File: src/rtl/tlb_pkg.sv
package tlb_pkg;
  localparam logic [2:0] OP_INSERT        = 3'd0;
  localparam logic [2:0] OP_PURGE_RANGE   = 3'd1;
  localparam logic [2:0] OP_PURGE_ALL     = 3'd2;
  localparam logic [2:0] OP_BLK_INSERT    = 3'd3;
  localparam logic [2:0] OP_PURGE_SLOT    = 3'd4;
  localparam logic [2:0] OP_PURGE_BLK_ALL = 3'd5;

  localparam logic STS_OK     = 1'b0;
  localparam logic STS_BADARG = 1'b1;

  typedef enum logic [1:0] {
    ST_IDLE  = 2'd0,
    ST_SCAN  = 2'd1,
    ST_ALLOC = 2'd2,
    ST_EXEC  = 2'd3
  } tlb_state_e;
endpackage

File: src/rtl/tlb_prio_enc.sv
module tlb_prio_enc #(
  parameter int W  = 8,
  parameter int IW = 3
) (
  input  logic [W-1:0]  req,
  output logic          found,
  output logic [IW-1:0] idx
);
  always_comb begin
    found = 1'b0;
    idx   = '0;
    for (int i = W - 1; i >= 0; i--) begin
      if (req[i]) begin
        found = 1'b1;
        idx   = IW'(i);
      end
    end
  end
endmodule

File: src/rtl/tlb_range_lookup.sv
module tlb_range_lookup #(
  parameter int N    = 8,
  parameter int VA_W = 32,
  parameter int PA_W = 28,
  parameter int IW   = 3
) (
  input  logic [N-1:0]    valid,
  input  logic [VA_W-1:0] base [N],
  input  logic [VA_W-1:0] last [N],
  input  logic [PA_W-1:0] pbase [N],
  input  logic [VA_W-1:0] va,
  output logic            hit,
  output logic [IW-1:0]   idx,
  output logic [PA_W-1:0] pa
);
  logic [N-1:0] match;

  for (genvar g = 0; g < N; g++) begin : g_cmp
    assign match[g] = valid[g] && (va >= base[g]) && (va <= last[g]);
  end

  tlb_prio_enc #(.W(N), .IW(IW)) sel_i (
    .req   (match),
    .found (hit),
    .idx   (idx)
  );

  assign pa = hit ? (pbase[idx] + PA_W'(va - base[idx])) : '0;
endmodule

File: src/rtl/vprange_tlb.sv
module vprange_tlb
  import tlb_pkg::*;
#(
  parameter int VA_W      = 32,
  parameter int PA_W      = 28,
  parameter int PAGE_BITS = 12,
  parameter int N_ENT     = 8,
  parameter int N_BLK     = 2,
  parameter int CODE_W    = 4,
  localparam int IDX_W    = $clog2(N_ENT),
  localparam int VPN_W    = VA_W - PAGE_BITS,
  localparam int PPN_W    = PA_W - PAGE_BITS
) (
  input  logic             clk,
  input  logic             rst_n,
  input  logic [VA_W-1:0]  lk_va,
  output logic             lk_hit,
  output logic [IDX_W-1:0] lk_idx,
  output logic [PA_W-1:0]  lk_pa,
  input  logic             cmd_valid,
  input  logic [2:0]       cmd_op,
  input  logic [VA_W-1:0]  cmd_va,
  input  logic [VA_W-1:0]  cmd_pa,
  input  logic [3:0]       cmd_code,
  input  logic [IDX_W-1:0] cmd_slot,
  input  logic [VPN_W-1:0] cmd_vpn,
  input  logic [PPN_W-1:0] cmd_ppn,
  input  logic [VPN_W-1:0] cmd_len,
  output logic             cmd_busy,
  output logic             cmd_done,
  output logic             cmd_status
);
  localparam int VIC_W = IDX_W + 1;
  localparam logic [VIC_W-1:0] FIRST_ORD = VIC_W'(N_BLK);
  localparam logic [VIC_W-1:0] VIC_END   = VIC_W'(N_ENT);
  localparam logic [IDX_W-1:0] BLK_LIM   = IDX_W'(N_BLK);
  localparam logic [IDX_W-1:0] LAST_IDX  = IDX_W'(N_ENT - 1);
  localparam logic [N_ENT-1:0] ORD_MASK  = {N_ENT{1'b1}} << N_BLK;
  localparam logic [VA_W-1:0]  PG_OFS    = VA_W'((64'd1 << PAGE_BITS) - 64'd1);

  // Byte-offset mask of a range whose size is the page scaled by 4^code
  function automatic logic [VA_W-1:0] span_mask(input logic [CODE_W-1:0] code);
    logic [VA_W-1:0] m;
    int sh;
    sh = PAGE_BITS + 2 * int'(code);
    for (int i = 0; i < VA_W; i++) m[i] = (i < sh);
    return m;
  endfunction

  // Reset: asynchronous assertion, synchronous release
  logic rst_meta, rst_sync_n;
  always_ff @(posedge clk or negedge rst_n) begin
    if (!rst_n) begin
      rst_meta   <= 1'b0;
      rst_sync_n <= 1'b0;
    end else begin
      rst_meta   <= 1'b1;
      rst_sync_n <= rst_meta;
    end
  end

  tlb_state_e        st_q, st_d;
  logic [IDX_W-1:0]  idx_q, idx_d;
  logic [VIC_W-1:0]  victim_q, victim_d;
  logic [N_ENT-1:0]  free_q, free_d;
  logic [N_ENT-1:0]  valid_q, valid_d;
  logic [VA_W-1:0]   base_q [N_ENT];
  logic [VA_W-1:0]   base_d [N_ENT];
  logic [VA_W-1:0]   last_q [N_ENT];
  logic [VA_W-1:0]   last_d [N_ENT];
  logic [PA_W-1:0]   pa_q   [N_ENT];
  logic [PA_W-1:0]   pa_d   [N_ENT];
  logic [2:0]        op_q, op_d;
  logic [VA_W-1:0]   rbase_q, rbase_d, rlast_q, rlast_d;
  logic [PA_W-1:0]   rpa_q, rpa_d;
  logic [IDX_W-1:0]  rslot_q, rslot_d;
  logic              rbad_q, rbad_d;
  logic              done_q, done_d;
  logic              status_q, status_d;

  // Request decode
  logic [VA_W-1:0] ins_m, ins_base, pr_m, pr_base, blk_base;
  always_comb begin
    ins_m    = span_mask(cmd_code);
    ins_base = cmd_va & ~ins_m;
    pr_m     = span_mask(cmd_va[CODE_W-1:0]);
    pr_base  = cmd_va & ~PG_OFS;
    blk_base = {cmd_vpn, {PAGE_BITS{1'b0}}};
  end

  // Lowest free ordinary entry
  logic             fr_found;
  logic [IDX_W-1:0] fr_idx;
  tlb_prio_enc #(.W(N_ENT), .IW(IDX_W)) free_sel_i (
    .req   (free_q),
    .found (fr_found),
    .idx   (fr_idx)
  );

  tlb_range_lookup #(.N(N_ENT), .VA_W(VA_W), .PA_W(PA_W), .IW(IDX_W)) lookup_i (
    .valid (valid_q),
    .base  (base_q),
    .last  (last_q),
    .pbase (pa_q),
    .va    (lk_va),
    .hit   (lk_hit),
    .idx   (lk_idx),
    .pa    (lk_pa)
  );

  // Next-state logic
  logic [IDX_W-1:0] tgt;
  logic [VIC_W-1:0] vic;
  always_comb begin
    st_d     = st_q;
    idx_d    = idx_q;
    victim_d = victim_q;
    free_d   = free_q;
    valid_d  = valid_q;
    base_d   = base_q;
    last_d   = last_q;
    pa_d     = pa_q;
    op_d     = op_q;
    rbase_d  = rbase_q;
    rlast_d  = rlast_q;
    rpa_d    = rpa_q;
    rslot_d  = rslot_q;
    rbad_d   = rbad_q;
    done_d   = 1'b0;
    status_d = status_q;
    tgt      = '0;
    vic      = victim_q;

    unique case (st_q)
      ST_IDLE: begin
        if (cmd_valid) begin
          op_d    = cmd_op;
          rslot_d = cmd_slot;
          idx_d   = '0;
          rbad_d  = (cmd_slot >= BLK_LIM) ||
                    ((cmd_op == OP_BLK_INSERT) && (cmd_len == '0));
          if (cmd_op == OP_PURGE_RANGE) begin
            rbase_d = pr_base;
            rlast_d = pr_base + pr_m;
          end else if (cmd_op == OP_BLK_INSERT) begin
            rbase_d = blk_base;
            rlast_d = blk_base + {cmd_len, {PAGE_BITS{1'b0}}} - VA_W'(1);
            rpa_d   = {cmd_ppn, {PAGE_BITS{1'b0}}};
          end else begin
            rbase_d = ins_base;
            rlast_d = ins_base | ins_m;
            rpa_d   = PA_W'(cmd_pa) & ~PA_W'(ins_m);
          end
          st_d = ((cmd_op == OP_INSERT) || (cmd_op == OP_PURGE_RANGE)) ? ST_SCAN : ST_EXEC;
        end
      end
      ST_SCAN: begin
        if ((idx_q >= BLK_LIM) && valid_q[idx_q] &&
            (base_q[idx_q] <= rlast_q) && (last_q[idx_q] >= rbase_q)) begin
          valid_d[idx_q] = 1'b0;
          free_d[idx_q]  = 1'b1;
        end
        if (idx_q == LAST_IDX) begin
          if (op_q == OP_INSERT) begin
            st_d = ST_ALLOC;
          end else begin
            st_d     = ST_IDLE;
            done_d   = 1'b1;
            status_d = STS_OK;
          end
        end else begin
          idx_d = idx_q + IDX_W'(1);
        end
      end
      ST_ALLOC: begin
        if (fr_found) begin
          tgt         = fr_idx;
          free_d[tgt] = 1'b0;
        end else begin
          if ((victim_q < FIRST_ORD) || (victim_q >= VIC_END)) vic = FIRST_ORD;
          tgt      = vic[IDX_W-1:0];
          victim_d = vic + VIC_W'(1);
        end
        valid_d[tgt] = 1'b1;
        base_d[tgt]  = rbase_q;
        last_d[tgt]  = rlast_q;
        pa_d[tgt]    = rpa_q;
        st_d         = ST_IDLE;
        done_d       = 1'b1;
        status_d     = STS_OK;
      end
      default: begin
        status_d = STS_OK;
        unique case (op_q)
          OP_PURGE_ALL: begin
            for (int i = 0; i < N_ENT; i++) begin
              if (i >= N_BLK) begin
                valid_d[i] = 1'b0;
                free_d[i]  = 1'b1;
              end
            end
            victim_d = FIRST_ORD;
          end
          OP_BLK_INSERT: begin
            if (rbad_q) begin
              status_d = STS_BADARG;
            end else begin
              valid_d[rslot_q] = 1'b1;
              base_d[rslot_q]  = rbase_q;
              last_d[rslot_q]  = rlast_q;
              pa_d[rslot_q]    = rpa_q;
            end
          end
          OP_PURGE_SLOT: begin
            if (rbad_q) status_d = STS_BADARG;
            else        valid_d[rslot_q] = 1'b0;
          end
          OP_PURGE_BLK_ALL: begin
            for (int i = 0; i < N_BLK; i++) valid_d[i] = 1'b0;
          end
          default: ;
        endcase
        st_d   = ST_IDLE;
        done_d = 1'b1;
      end
    endcase
  end

  // State registers
  always_ff @(posedge clk or negedge rst_sync_n) begin
    if (!rst_sync_n) begin
      st_q     <= ST_IDLE;
      idx_q    <= '0;
      victim_q <= FIRST_ORD;
      free_q   <= ORD_MASK;
      valid_q  <= '0;
      op_q     <= '0;
      rbase_q  <= '0;
      rlast_q  <= '0;
      rpa_q    <= '0;
      rslot_q  <= '0;
      rbad_q   <= 1'b0;
      done_q   <= 1'b0;
      status_q <= STS_OK;
      for (int i = 0; i < N_ENT; i++) begin
        base_q[i] <= '0;
        last_q[i] <= '0;
        pa_q[i]   <= '0;
      end
    end else begin
      st_q     <= st_d;
      idx_q    <= idx_d;
      victim_q <= victim_d;
      free_q   <= free_d;
      valid_q  <= valid_d;
      op_q     <= op_d;
      rbase_q  <= rbase_d;
      rlast_q  <= rlast_d;
      rpa_q    <= rpa_d;
      rslot_q  <= rslot_d;
      rbad_q   <= rbad_d;
      done_q   <= done_d;
      status_q <= status_d;
      base_q   <= base_d;
      last_q   <= last_d;
      pa_q     <= pa_d;
    end
  end

  assign cmd_busy   = (st_q != ST_IDLE);
  assign cmd_done   = done_q;
  assign cmd_status = status_q;
endmodule

File: config.mk
export PLATFORM = sky130hd
export DESIGN_NAME = vprange_tlb
export DESIGN_NICKNAME = d
export VERILOG_FILES = /design/src/rtl/tlb_pkg.sv /design/src/rtl/tlb_prio_enc.sv /design/src/rtl/tlb_range_lookup.sv /design/src/rtl/vprange_tlb.sv
export SDC_FILE = /design/constraint.sdc
export NUM_CORES = 2
export LEC_CHECK = 0
export BUFFER_PORTS_ARGS = -buffer_cell sky130_fd_sc_hd__clkbuf_2
export CAP_MARGIN = 20
export CORE_ASPECT_RATIO = 0.7
export CORE_MARGIN = 3
export CORE_UTILIZATION = 50
export CTS_BUF_LIST = sky130_fd_sc_hd__clkbuf_16
export CTS_CLUSTER_SIZE = 8
export DETAILED_ROUTE_END_ITERATION = 10
export PLACE_DENSITY = 0.75
export SYNTH_ARGS = -nofsm -noshare
export SYNTH_HDL_FRONTEND = slang
export SYNTH_HIERARCHICAL = 1
export SYNTH_SLANG_ARGS = --single-unit
File: constraint.sdc
create_clock -name clk -period 67.8 [get_ports clk]
set_clock_uncertainty 0.2 [all_clocks]
set_input_delay 13.56 -clock clk [delete_from_list [all_inputs] [get_ports clk]]
set_output_delay 13.56 -clock clk [all_outputs]
set_load 0.02 [all_outputs]
* Word-level counts from Yosys, hierarchy flattened
Index checks and enable logic that the tools add are counted.
Operators by class: add/sub/neg operators 9, $lt $le $gt $ge 100, equality and inequality tests 19, mux-type cells 118, bitwise gates (word level) 21, reduce and logical (&&, ||, !) cells 54
Operator list (count):
- bitwise mux 256 bit | 4
- 2-to-1 mux 256 bit | 4
- one-hot mux 256 bit (2 select lines) | 2
- bitwise mux 224 bit | 2
- 2-to-1 mux 224 bit | 2
- one-hot mux 224 bit (2 select lines) | 1
- 2-to-1 mux 32 bit | 10
- binary-select mux 32 bit (select 3 bit) | 3
- >= comparator 32 bit | 9
- <= comparator 32 bit | 9
- 2-to-1 mux 28 bit | 8
- demux 32 bit (select 3 bit) | 2
- less-than comparator 5 x 6 -> 1 bit, first input constant | 32
- demux 28 bit (select 3 bit) | 2
- less-than comparator 4 x 6 -> 1 bit, first input constant | 16
- binary-select mux 28 bit (select 3 bit) | 1
- adder 32 bit | 2
- 2-to-1 mux 3 bit | 20
- less-than comparator 3 x 6 -> 1 bit, first input constant | 8
- 2-to-1 mux 8 bit | 5
- one-hot mux 6 bit (3 select lines) | 2
- bitwise AND 32 bit | 1
- inverter 32 bit | 1
- bitwise OR 32 bit | 1
- other kinds (55) | 174
Storage, ports and cells: register bits 864, input port bits 165, output and inout port bits 35, logic and storage cells 362

* Depth between registers and ports, before layout
word-level depth 19, depth in mapped cells 29, gate-level depth less buffers 26

* Modules after synthesis
The synthesis kept the hierarchy.
By module, submodules not included:
- vprange_tlb | instances 1, cells each 3334, area each 40276.1 um^2, seq. area each 21629.5 um^2
- tlb_range_lookup | instances 1, cells each 2351, area each 18445.2 um^2, seq. area each 0.0 um^2
- tlb_prio_enc | instances 2, cells each 13, area each 80.1 um^2, seq. area each 0.0 um^2

* Worst setup path after synthesis
Ideal clock, no wire load.
path kind input-to-output, start input lk_va[0], end output lk_pa[26], arrival 20.095 ns, data required time 54.040 ns, setup slack 33.945 ns, cell stages on the path 23, path buffers 2, cells stage by stage inv_1 > ha_1 > nand2b_1 > a2111oi_0 > nor4_1 > o21ai_1 > a21oi_1 > o31ai_1 > a31oi_1 > o41ai_1 > buf_2 > buf_1 > mux4_2 > mux2i_1 > fa_1 > inv_1 > ha_1 > a21o_1 > a221oi_2 > a21boi_2 > o21ai_1 > a311oi_2 > mux2i_1
Between the ends: elaborated cells on any way between the ends 58, those cells by class add/sub: 2; order compare: 16; mux: 23; bitwise: 1; reduce/logical: 16
RTL lines:
- start, declared | line vprange_tlb.sv:16 | input logic [VA_W-1:0] lk_va,
- >= comparator 32 bit | line tlb_range_lookup.sv:19 | assign match[g] = valid[g] && (va >= base[g]) && (va <= last[g]);
- logical AND 1 bit | line tlb_range_lookup.sv:19
- logical AND 1 bit * | line tlb_range_lookup.sv:19
- via lookup_i.match[4] | line tlb_range_lookup.sv:16 | logic [N-1:0] match;
- 2-to-1 mux 3 bit * (5 in a row) | line tlb_prio_enc.sv:13 | if (req[i]) begin
- via lk_idx[0] | line vprange_tlb.sv:18 | output logic [IDX_W-1:0] lk_idx,
- inverter 3 -> 4 bit (not written as such) * | line tlb_range_lookup.sv:28 | assign pa = hit ? (pbase[idx] + PA_W'(va - base[idx])) : '0;
- binary-select mux 32 bit (select 3 bit) | line tlb_range_lookup.sv:28
- 2-to-1 mux 28 bit (not written as such) (2 in a row) | line tlb_range_lookup.sv:28
- subtractor 28 bit | line tlb_range_lookup.sv:28
- adder 28 bit * | line tlb_range_lookup.sv:28
- 2-to-1 mux 28 bit * | line tlb_range_lookup.sv:28
- end, declared | line vprange_tlb.sv:19 | output logic [PA_W-1:0] lk_pa,
The timed path passes the listed nets; every way through them passes the cells marked *. The select of a mux whose other input is x is not followed.

* Final worst setup path
start input lk_va[0], end output lk_pa[22]
Between the ends: elaborated cells on any way between the ends 58, those cells by class add/sub: 2; order compare: 16; mux: 23; bitwise: 1; reduce/logical: 16
RTL lines (line):
- >= comparator 32 bit | tlb_range_lookup.sv:19
- logical AND 1 bit | tlb_range_lookup.sv:19
- logical AND 1 bit * | tlb_range_lookup.sv:19
- via lookup_i.match[6] | tlb_range_lookup.sv:16
- 2-to-1 mux 3 bit (7 in a row) | tlb_prio_enc.sv:13
- inverter 3 -> 4 bit (not written as such) | tlb_range_lookup.sv:28
- binary-select mux 32 bit (select 3 bit) | tlb_range_lookup.sv:28
- 2-to-1 mux 28 bit (not written as such) (2 in a row) | tlb_range_lookup.sv:28
- subtractor 28 bit | tlb_range_lookup.sv:28
- adder 28 bit | tlb_range_lookup.sv:28
- 2-to-1 mux 28 bit * | tlb_range_lookup.sv:28
Marked as above.

==> run_results.csv <==
group,metric,value,unit
clock_network,tritoncts,"done",
floorplanning,die_height,293,um
clock_network,cts.htree.levels,3,
timing,maxSlewViolCount,0,
setup_path,critPathMaxStageDelay,0.89,ns
timing,post-route-period-util,0.541,
detailed_routing,viasPerCell,6.57,
pwr,p_leak,30.0,nW
timing,fin_crit,36.70,ns
synthesis,ys_warn_count,6,
grt,grt_util_all_layers,0.335,
clock_network,resized_gates_after_cts,0,
timing,postLayoutSetupSlackWorst,31.10,ns
setup_path,critical_path.max_fanout,45,
clock_network,cts_num_sinks,864,
timing,timing.slew.headroom,0.0782,
synthesis,netlist_instances,5711,
pwr,p_clk_frac,0.165,
place,dp_slack,31.40,ns
floorplanning,dieWidth,416,um
synthesis,synth.cell_area,58900,um^2
synthesis,synth.ff_latch_count,864,
layout,postLayoutCellArea,64900,um^2
grt,grt_start_max_net_pins,163,
synthesis,synth.avg_cell_area,10.3,um^2
timing,fmax,27.2,MHz
pwr,swShare,0.462,
place,place.gp.congestion,1.02,
layout,utilization_of_the_core_after_routing,0.560,
clock_network,clk_root_buffer_cell,"clkbuf_16",
grt,grt_antenna_before_repair,15,
synthesis,ys.flop_type,"dfrtp_1",
timing,finalSetupTns,0,ns
place,post_dp_cell_area,61600,um^2
grt,grt.overflow.total,0,
detailed_routing,ant_nets,0,
clock_network,cts_hold_buffers,0,
synthesis,yosysTopAreaCell,"dfrtp_1",
floorplanning,die_area,122000,um^2
synthesis,synthArstFlopShare,1.00,
layout,layout-area-overhead-vs-synth,10.2,%
setup_path,rr_worst_depth,15,
clock_network,clock_buffer_depth,3,
layout,finalNetCount,6736,
pwr,power.ir.vdd_worst,0.0524,mV
detailed_routing,routedWlPerCell,27.9,um
floorplanning,floorplan.io_pins,200,
synthesis,synthesis.nets,6581,
detailed_routing,routed_wirelength,207,mm
place,io_buffer_count,195,
pwr,pwr-share-comb,0.543,
pwr,p_int,1.76,mW
timing,tightest_slew,1.38,ns
synthesis,netlist-cell-type-count,93,
synthesis,post_synth_edffs,0,
timing,setup-violations-final,0,
setup_path,critical_path.endpoint_type,"output pin",
job,max-cap-violations,0,
clock_network,cts_inserted_buffers,118,
grt,grt_pass1_vias,48300,
min_path,hold-path-cell-count,0,
clock_network,latest_clock_arrival_within_the_worst_skew_pair,0.76,ns
detailed_routing,vias,48900,
floorplanning,initial_core_util,0.508,
pwr,total_power,3.28,mW
detailed_routing,first_iter_violations,6453,
grt,grt_pass1_wl,309,mm
synthesis,synth_top_area_frac,0.364,
setup_path,worstSetupPathType,"input pin to output pin",
timing,finalHoldViolCount,0,
synthesis,synth-seq-area-share,0.367,
pwr,p_sw,1.52,mW
setup_path,timing.critical_path.slowest_stage_cell,"o31ai_1",
timing,grt_setup_unrepaired,"no",
clock_network,cts.repair_timing.setup_buffer_count,0,
synthesis,synth.top_cells.by_area,"dfrtp_1 (36%), ha_1 (14%), mux2_2 (13%)",
floorplanning,fp.coreArea,116000,um^2
detailed_routing,drc_violations_left,0,
setup_path,timing.reg2reg.setup_slack,61.29,ns
clock_network,path_clk_slew,0.05,ns
setup_path,startpoint_type,"input pin",
setup_path,cp_data_arrival_time,22.94,ns
pwr,power.density,50.5,nW/um^2
place,dp.final_hpwl,146,mm
min_path,hold_path.class,"flip-flop to flip-flop",
floorplanning,placement_rows,104,
layout,post_route_cells_drive_above_1_share,0.214,
run_status,run_status,"complete, no violations",
pwr,p_seq_frac,0.292,
setup_path,required,54.04,ns
detailed_routing,drt_pass1_iterations,6,
==> through the flow <==
| step | hold WS, ns | instances |
|---|---|---|
| after floorplan | 0.131 | 5711 |
| after global placement | 0.138 | 7274 |
| after CTS | 0.158 | 7417 |
| after detailed placement | 0.146 | 7277 |
| final | 0.152 | 7433 |
| after global routing | 0.169 | 7430 |
==> power groups by stage <==
stage,clock (mW),sequential (mW),combinational (mW)
floorplan,0,0.865,1.23
CTS,0.546,0.944,1.73
detailed placement,0,0.950,1.72
global route,0.566,0.980,1.93
finish,0.542,0.957,1.78
global placement,0,0.936,1.66
==> Yosys cell counts, drive strengths merged, types with 12 or more instances <==
cell type  count
a2111oi       15
a211oi        49
a21o         129
a21oi        284
a221oi        41
a22o          16
a22oi        260
a31oi         32
and2          30
and3          17
and4          14
buf          102
clkbuf       135
dfrtp        857
fa            29
ha           676
inv          755
mux2         676
mux2i         31
mux4         110
nand2        308
nand2b        32
nand3         76
nand4        180
nor2         168
nor2b         50
nor3          35
nor4          27
o211ai        20
o21a          32
o21ai        272
o221ai        14
o22ai         12
o31ai         15
o41ai         12
or2           14
or3           14
xnor2         32
xor2          27
==> worst max-delay path: cells and delay by family <==
kind                     cells  cell delay (ns)
AO/OA/AOI/OAI               12             3.37
buffers and inverters        7             2.62
adder cells (fa/ha/maj)      3             1.22
multiplexers                 2             1.21
AND/OR/NAND/NOR              4             0.80
==> path summary, 6_finish.rpt <==
path / start / endpoint
min in group asynchronous: rst_sync_n$_DFF_PN0_ / free_q[1]$_DFFE_PN0P_
hold / removal: rst_meta$_DFF_PN0_ / rst_sync_n$_DFF_PN0_
max in group asynchronous: rst_n / rst_sync_n$_DFF_PN0_
setup reg to reg: idx_q[2]$_DFFE_PN0P_ / valid_q[7]$_DFFE_PN0P_
setup / recovery: lk_va[0] / lk_pa[22]
hold reg to reg: rst_meta$_DFF_PN0_ / rst_sync_n$_DFF_PN0_
==> layout by cell type (no fill, tap or decap), types with 11 or more instances in the layout <==
| cell type | count |
|---|---|
| xor2_1 | 27 |
| a21o_1 | 129 |
| nor2_1 | 158 |
| or2_2 | 13 |
| o211ai_1 | 18 |
| o21ai_0 | 264 |
| clkbuf_2 | 196 |
| mux2_2 | 676 |
| a221oi_1 | 40 |
| nand2_1 | 306 |
| and4_1 | 13 |
| buf_4 | 65 |
| a31oi_1 | 30 |
| a22oi_1 | 260 |
| ha_1 | 676 |
| and3_1 | 16 |
| fa_1 | 29 |
| or3_1 | 14 |
| nor4_1 | 25 |
| a211oi_1 | 48 |
| o31ai_1 | 15 |
| xnor2_1 | 32 |
| a22o_1 | 16 |
| o21a_1 | 32 |
| inv_1 | 767 |
| dfrtp_1 | 856 |
| o41ai_1 | 11 |
| nand3_1 | 75 |
| o221ai_1 | 14 |
| clkbuf_16 | 118 |
| a2111oi_0 | 11 |
| and2_1 | 26 |
| a21oi_1 | 279 |
| nand2b_1 | 32 |
| nor3_1 | 34 |
| nor2b_1 | 47 |
| mux2i_1 | 31 |
| mux4_2 | 110 |
| o22ai_1 | 12 |
| nand4_1 | 180 |
==> registers in the layout, summed over array words and instances, names as in the netlist, 3 cells and up <==
register and cells:
valid_q 8, rslot_q 3, last_q 256, pa_q 224, base_q 256, rlast_q 32, idx_q 3, op_q 3
free_q 8, rbase_q 32, victim_q 4, rpa_q 28
==> cell type report <==
| cell class | instances | area [um^2] |
|---|---|---|
| clock inverters | 22 | 268 |
| clock buffers | 118 | 2950 |
| diodes | 10 | 25.0 |
| repair buffers | 272 | 1660 |
| flip-flops and latches | 864 | 21600 |
| well taps | 1537 | 1920 |
| multi-input cells | 3855 | 33600 |
| inverters | 755 | 2830 |
| fillers | 9696 | 51000 |
==> routing by layer <==
layer	global-route usage	vias up	part of all wire
met5	0.0343	-	0.0032
met4	0.138	12	0.044
met3	0.126	588	0.14
met2	0.478	3055	0.41
met1	0.456	24200	0.40
li1	-	21000	-
==> cell families after synthesis <==
group                    after synthesis  synth area share
adder cells (fa/ha/maj)              705             0.154
AO/OA/AOI/OAI                       1277             0.144
AND/OR/NAND/NOR                      996            0.0852
other                                  1         0.0000637
flip-flops                           864             0.367
buffers and inverters                992            0.0648
XOR/XNOR                              59           0.00878
multiplexers                         817             0.177
(Power assumes the default switching activity.)
